--- src/rtl/exc_seq_pkg.sv ---
package exc_seq_pkg;
  typedef enum logic [2:0] {
    S_IDLE      = 3'd0,
    S_STACKING  = 3'd1,
    S_VECWAIT   = 3'd2,
    S_HANDLER   = 3'd3,
    S_UNSTACKING = 3'd4,
    S_TAILCHAIN = 3'd5
  } seq_state_e;
endpackage

--- src/rtl/exc_prio_stack.sv ---
module exc_prio_stack #(
  parameter int PRIO_W = 4,
  parameter int DEPTH  = 8,
  localparam int CW = $clog2(DEPTH + 1),
  localparam int AW = $clog2(DEPTH)
) (
  input  logic              clk,
  input  logic              rst_n,
  input  logic              push,
  input  logic              pop,
  input  logic [PRIO_W-1:0] push_prio,
  output logic [PRIO_W:0]   exec_prio,
  output logic [PRIO_W:0]   ret_prio,
  output logic [CW-1:0]     depth,
  output logic              ovf
);
  localparam logic [PRIO_W:0] THREAD_P = {1'b1, {PRIO_W{1'b0}}};

  logic [PRIO_W-1:0] lvl [DEPTH];

  always_ff @(posedge clk) begin
    if (!rst_n) begin
      depth <= '0;
      ovf   <= 1'b0;
    end else if (push) begin
      if (depth == CW'(DEPTH)) begin
        ovf <= 1'b1;
      end else begin
        lvl[AW'(depth)] <= push_prio;
        depth <= depth + CW'(1);
      end
    end else if (pop && depth != '0) begin
      depth <= depth - CW'(1);
    end
  end

  always_comb begin
    exec_prio = THREAD_P;
    ret_prio  = THREAD_P;
    if (depth != '0) exec_prio = {1'b0, lvl[AW'(depth - CW'(1))]};
    if (depth > CW'(1)) ret_prio = {1'b0, lvl[AW'(depth - CW'(2))]};
  end
endmodule

--- src/rtl/exc_seq_arb.sv ---
module exc_seq_arb #(
  parameter int PRIO_W = 4
) (
  input  logic              pend_valid,
  input  logic [PRIO_W-1:0] pend_prio,
  input  logic [PRIO_W:0]   exec_prio,
  input  logic [PRIO_W:0]   ret_prio,
  input  logic [PRIO_W-1:0] sel_prio,
  output logic              preempt_ev,
  output logic              late_ev,
  output logic              chain_ev
);
  // strictly more urgent: smaller value wins, ties lose
  function automatic logic beats(input logic [PRIO_W-1:0] cand,
                                 input logic [PRIO_W:0] level);
    return {1'b0, cand} < level;
  endfunction

  assign preempt_ev = pend_valid && beats(pend_prio, exec_prio);
  assign late_ev    = pend_valid && beats(pend_prio, {1'b0, sel_prio});
  assign chain_ev   = pend_valid && beats(pend_prio, ret_prio);
endmodule

--- src/rtl/exc_vec_fetch.sv ---
module exc_vec_fetch #(
  parameter int NUM_W  = 6,
  parameter int ADDR_W = 32,
  parameter logic [ADDR_W-1:0] CODE_LIMIT = 32'h2000_0000
) (
  input  logic              clk,
  input  logic              rst_n,
  input  logic              issue,
  input  logic [NUM_W-1:0]  issue_num,
  input  logic [ADDR_W-1:0] vtab_base,
  input  logic              vec_done,
  output logic              vec_req,
  output logic [NUM_W-1:0]  vec_num,
  output logic              vec_sys,
  output logic              vec_ok
);
  function automatic logic on_sys_path(input logic [ADDR_W-1:0] base);
    return base >= CODE_LIMIT;
  endfunction

  always_ff @(posedge clk) begin
    if (!rst_n) begin
      vec_req <= 1'b0;
      vec_num <= '0;
      vec_sys <= 1'b0;
      vec_ok  <= 1'b0;
    end else begin
      vec_req <= issue;
      if (issue) begin
        vec_num <= issue_num;
        vec_sys <= on_sys_path(vtab_base);
        vec_ok  <= 1'b0;
      end else if (vec_done) begin
        vec_ok  <= 1'b1;
      end
    end
  end
endmodule

--- src/rtl/exc_sequencer.sv ---
module exc_sequencer
  import exc_seq_pkg::*;
#(
  parameter int PRIO_W = 4,
  parameter int NUM_W  = 6,
  parameter int ADDR_W = 32,
  parameter int DEPTH  = 8,
  parameter logic [ADDR_W-1:0] CODE_LIMIT = 32'h2000_0000,
  localparam int CW = $clog2(DEPTH + 1)
) (
  input  logic              clk,
  input  logic              rst_n,
  input  logic              pend_valid,
  input  logic [PRIO_W-1:0] pend_prio,
  input  logic [NUM_W-1:0]  pend_num,
  input  logic [ADDR_W-1:0] vtab_base,
  input  logic              stack_done,
  input  logic              vec_done,
  input  logic              first_exec,
  input  logic              handler_done,
  input  logic              unstack_done,
  output logic              stack_req,
  output logic              unstack_req,
  output logic              vec_req,
  output logic [NUM_W-1:0]  vec_num,
  output logic              vec_sys,
  output logic              handler_start,
  output logic              ret_to_thread,
  output logic              ret_to_handler,
  output logic [PRIO_W:0]   exec_prio,
  output logic [CW-1:0]     nest_depth,
  output logic              ovf_err
);
  seq_state_e st_q, st_d;
  logic [PRIO_W-1:0] sel_prio_q;
  logic [PRIO_W:0]   ret_prio;
  logic issue, push, pop, vec_ok;
  logic preempt_ev, late_ev, chain_ev;
  logic hs_d, rt_d, rh_d;

  exc_prio_stack #(.PRIO_W(PRIO_W), .DEPTH(DEPTH)) u_stack (
    .clk(clk), .rst_n(rst_n), .push(push), .pop(pop), .push_prio(sel_prio_q),
    .exec_prio(exec_prio), .ret_prio(ret_prio), .depth(nest_depth), .ovf(ovf_err)
  );

  exc_seq_arb #(.PRIO_W(PRIO_W)) u_arb (
    .pend_valid(pend_valid), .pend_prio(pend_prio), .exec_prio(exec_prio),
    .ret_prio(ret_prio), .sel_prio(sel_prio_q),
    .preempt_ev(preempt_ev), .late_ev(late_ev), .chain_ev(chain_ev)
  );

  exc_vec_fetch #(.NUM_W(NUM_W), .ADDR_W(ADDR_W), .CODE_LIMIT(CODE_LIMIT)) u_fetch (
    .clk(clk), .rst_n(rst_n), .issue(issue), .issue_num(pend_num),
    .vtab_base(vtab_base), .vec_done(vec_done), .vec_req(vec_req),
    .vec_num(vec_num), .vec_sys(vec_sys), .vec_ok(vec_ok)
  );

  always_comb begin
    st_d  = st_q;
    issue = 1'b0;
    push  = 1'b0;
    pop   = 1'b0;
    hs_d  = 1'b0;
    rt_d  = 1'b0;
    rh_d  = 1'b0;
    unique case (st_q)
      S_IDLE: begin
        if (preempt_ev) begin
          issue = 1'b1;
          st_d  = S_STACKING;
        end
      end
      S_HANDLER: begin
        if (handler_done) begin
          pop = 1'b1;
          if (chain_ev) begin
            issue = 1'b1;
            st_d  = S_TAILCHAIN;
          end else begin
            st_d  = S_UNSTACKING;
          end
        end else if (preempt_ev) begin
          issue = 1'b1;
          st_d  = S_STACKING;
        end
      end
      S_STACKING: begin
        if (late_ev) issue = 1'b1;
        if (stack_done) st_d = S_VECWAIT;
      end
      S_VECWAIT, S_TAILCHAIN: begin
        if (first_exec && vec_ok) begin
          push = 1'b1;
          hs_d = 1'b1;
          st_d = S_HANDLER;
        end else if (late_ev) begin
          issue = 1'b1;
        end
      end
      S_UNSTACKING: begin
        if (unstack_done) begin
          if (nest_depth == '0) begin
            rt_d = 1'b1;
            st_d = S_IDLE;
          end else begin
            rh_d = 1'b1;
            st_d = S_HANDLER;
          end
        end else if (preempt_ev) begin
          issue = 1'b1;
          st_d  = S_TAILCHAIN;
        end
      end
      default: st_d = S_IDLE;
    endcase
  end

  always_ff @(posedge clk) begin
    if (!rst_n) begin
      st_q           <= S_IDLE;
      sel_prio_q     <= '0;
      handler_start  <= 1'b0;
      ret_to_thread  <= 1'b0;
      ret_to_handler <= 1'b0;
    end else begin
      st_q           <= st_d;
      handler_start  <= hs_d;
      ret_to_thread  <= rt_d;
      ret_to_handler <= rh_d;
      if (issue) sel_prio_q <= pend_prio;
    end
  end

  assign stack_req   = (st_q == S_STACKING);
  assign unstack_req = (st_q == S_UNSTACKING);
endmodule

--- config.mk ---
export PLATFORM = sky130hd
export DESIGN_NAME = exc_sequencer
export DESIGN_NICKNAME = d
export VERILOG_FILES = /design/src/rtl/exc_seq_pkg.sv /design/src/rtl/exc_prio_stack.sv /design/src/rtl/exc_seq_arb.sv /design/src/rtl/exc_vec_fetch.sv /design/src/rtl/exc_sequencer.sv
export SDC_FILE = /design/constraint.sdc
export NUM_CORES = 1
export LEC_CHECK = 0
export BUFFER_PORTS_ARGS = -buffer_cell sky130_fd_sc_hd__buf_4
export CAP_MARGIN = 40
export CORE_UTILIZATION = 45
export DETAILED_ROUTE_END_ITERATION = 8
export GPL_TIMING_DRIVEN = 1
export PLACE_DENSITY = 0.69
export SKIP_LAST_GASP = 1
export SLEW_MARGIN = 20
export SYNTH_ARGS = -nofsm -noshare
export SYNTH_HDL_FRONTEND = slang
export SYNTH_SLANG_ARGS = --single-unit
--- constraint.sdc ---
create_clock -name clk -period 10.9 [get_ports clk]
set_input_delay 2.18 -clock clk [delete_from_list [all_inputs] [get_ports clk]]
set_output_delay 2.18 -clock clk [all_outputs]
set_load 0.02 [all_outputs]
==> key figures <==
Outcome
  – Status: finished clean

GRT
  – Total track usage: about a fifth
  – Vias in the first global route: 2,101
  – First-pass GRT wire length: around 10 mm
  – Antenna violations before repair: 0
  – Grt total ovfl: 0
  – Largest net degree at the start of global routing: 37

Layout
  – Fillers: roughly 580
  – P&R area growth vs syn: 14.92%
  – Share of cells above drive strength 1: approximately a quarter
  – Final #Nets: 369
  – Antenna Cells: 0

Floorplan
  – Initial Util: 47.76%
  – Die W: 85.26 µm
  – Num ports: 73
  – Core footprint: 6531 µm²
  – # rows: 29
  – Die Height: 85.26 µm
  – Die area: 7268 µm²

Synth
  – Post-synthesis simple-gate area fraction: 14.40%
  – EDFF count, synth: 32
  – Gate Count Post-Synth: 263
  – Synth Area in Compound Gates: 8.544%
  – Post-synth top area cell: edfxtp_1
  – Mux cell area share after synthesis: a little under a fifth
  – Main combinational cell family by area after synthesis: multiplexers
  – Top_reg_cell synth: edfxtp_1
  – Syn avg cell area: 11.86 µm²
  – Xor-xnor portion of the synthesized cell area: 1.404%
  – Post-synthesis sequential area ratio: a little under half
  – Cell area after synthesis: 3119 µm²
  – Netlist cell types: 46
  – Ys Warns: 0
  – Share of flip-flops with an asynchronous set or reset: 0%
  – Top cell type's share of synthesized area: 30.81%
  – Synth Area in Adders: under 10%
  – Post-Syn Nets: 330
  – Synth Register Bits: 56
  – Most area-consuming cells after synthesis: edfxtp_1, dfxtp_1, ha_1

Clock network
  – Resized Gates After CTS: 0
  – Maximum buffer depth of the clock tree: 2
  – Num CTS Buffers: 5
  – CTS tree: yes
  – Clock latency on the worst-skew pair: 0.30 ns
  – Htree depth: 2
  – Post-CTS setup buffer count: 0
  – Hold buffers post-CTS: 0
  – Worst-path clk slew: 0.10 ns
  – Clock Sinks: 56
  – Clk root buf: clkbuf_8

Place
  – I/O Buffers: between 40 and 50
  – Detailed Place HPWL: 4.699 mm
  – Gpl congestion: 0.7832
  – Setup Slack @ Placement: 5.934 ns

Timing
  – Max Freq: between 150 and 200 MHz
  – Slew headroom: 48.04%
  – Tightest Pin Transition: 0.7783 ns
  – Clock Skew: between 0.01 and 0.015 ns
  – Final setup margin: about 5.7 ns
  – Period utilization: 48.04%
  – TNS Setup: 0 ns
  – RSZ-0062 raised after global routing: false
  – Max Slew Vio Count: 0
  – Final worst path period need: around 5.2 ns
  – Setup violators final: 0
  – Final hold viol count: 0

Route
  – Pre-Repair DR Iteration Count: 4
  – Detail Route Antenna Nets: 0
  – WL final: 6.278 mm
  – Initial detailed-routing violation count: 131
  – Post-DR vias/cell: 5.642
  – Drt drc: 0
  – Detailed-route wire length per cell: approximately 17 µm
  – Vias: 2,144

Power
  – Pwr dens: 147.6 nW/µm²
  – Leak: 1.433 nW
  – Total power: 529.0 µW
  – Max VDD drop: 0.0001011 V

Setup path
  – Startpoint Class: register
  – Setup CP Type: register to primary output
  – Worst Path Required: 8.72 ns
  – CP max FO: 16
  – Setup crit end kind: primary output
  – WP data arrival: 3.06 ns

Worst hold path
  – Hold Path Class: register to register

Run
  – Max-cap violations: 0
metrics by stage:
stage | hold WS (ns) | cells | util (%) | cell area (µm²)
detailed placement | 0.4553 | 371 | 53.26 | 3478
global placement | 0.4453 | 371 | 53.26 | 3478
finish | 0.4653 | 380 | 54.89 | 3585
CTS | 0.4697 | 379 | 54.71 | 3573
global route | 0.4918 | 380 | 54.89 | 3585
floorplan | 0.5138 | 263 | - | 3119
power breakdown:
| group | internal [mW] | switching (mW) | leakage [nW] | total (mW) |
|---|---|---|---|---|
| Combinational | 0.0667 | 0.0685 | 0.894 | 0.135 |
| Clock | 0.0522 | 0.0651 | 0.0484 | 0.117 |
| Sequential | 0.250 | 0.0264 | 0.490 | 0.276 |
| Total | 0.369 | 0.160 | 1.43 | 0.529 |
layout by cell type (no fill, tap or decap), types with 2 or more instances in the layout:
master    Yosys  layout
nor2b_1      10      10
o21ai_0       6       6
ha_1         17      17
mux2_2        7       7
dfxtp_1      24      24
mux2i_1      18      18
xnor2_1       4       4
buf_4         0      44
a21oi_1       3       3
clkbuf_8      0       6
mux4_2        8       8
nand2_1      34      34
nand2b_1      7       7
nor2_1        7       7
inv_1        11      11
and3_1        5       5
a31oi_1       5       5
and2_1       10      10
mux4_1        6       6
nor3_1        2       2
a21oi_2       2       2
nand3b_1      3       3
o21a_1        2       2
nand3_1       4       4
nand4_1       2       2
edfxtp_1     32      32
a21o_1        4       4
cell families after synthesis:
family | Yosys count
AO/OA/AOI/OAI | 34
flip-flops | 56
buffers and inverters | 24
adder cells (fa/ha/maj) | 17
AND/OR/NAND/NOR | 88
XOR/XNOR | 5
multiplexers | 39
worst max-delay path: stages (launching register included):
cell	delay [ns]
dfxtp_1	0.84
inv_1	0.26
ha_1	0.64
mux4_1	0.42
mux2_2	0.30
nand2_1	0.09
inv_1	0.05
buf_4	0.15
synth_stat cells, drive strengths merged, types with 2 or more instances:
cell type,count
a21oi,5
nand3,4
and2,10
nor3,2
edfxtp,32
nand3b,3
and3,5
a21o,4
mux4,14
o21ai,6
o21a,2
xnor2,4
nor2b,10
mux2,7
buf,4
nor2,7
ha,17
nand2b,7
nand4,2
nand2,34
dfxtp,24
inv,11
a31oi,5
mux2i,18
clkbuf,9
final timing paths:
path	from	endpoint	slack, ns	cells past startpoint
hold reg to reg	u_fetch.vec_num[4]$_SDFFE_PN0P_	u_fetch.vec_num[4]$_SDFFE_PN0P_	0.47	2
setup reg to reg	u_stack.depth[1]$_SDFFE_PN0P_	u_fetch.vec_req$_SDFF_PN0_	6.92	12
hold / removal	u_fetch.vec_num[4]$_SDFFE_PN0P_	u_fetch.vec_num[4]$_SDFFE_PN0P_	0.47	2
setup / recovery	u_stack.depth[1]$_SDFFE_PN0P_	exec_prio[2]	5.66	7
flip-flops by register name, summed over array words and instances, names as in the netlist:
name	flops
ret_to_handler	1
ret_to_thread	1
handler_start	1
st_q	3
u_fetch.vec_req	1
u_stack.depth	4
u_fetch.vec_ok	1
u_fetch.vec_num	6
u_fetch.vec_sys	1
sel_prio_q	4
u_stack.ovf	1
u_stack.lvl	32
per-layer routing:
metal	up-vias	global-route usage (%)	share of wire, %
met1	1040	27.99	49
met3	6	2.918	4.5
met5	-	0	0
met2	57	28.59	45
li1	1041	-	-
met4	0	4.848	0.92
area by class of cell:
type / count / area (µm²) / share of cell area [%]
Tap cell: 77 / 96.34 / 2.688
Multi-Input combinational cell: 183 / 1569 / 43.77
Inverter: 11 / 41.29 / 1.152
Clock inverter: 1 / 8.758 / 0.2443
Sequential cell: 56 / 1441 / 40.21
Timing Repair Buffer: 45 / 341.6 / 9.529
Clock buffer: 7 / 86.33 / 2.408
(Power assumes the default switching activity.)
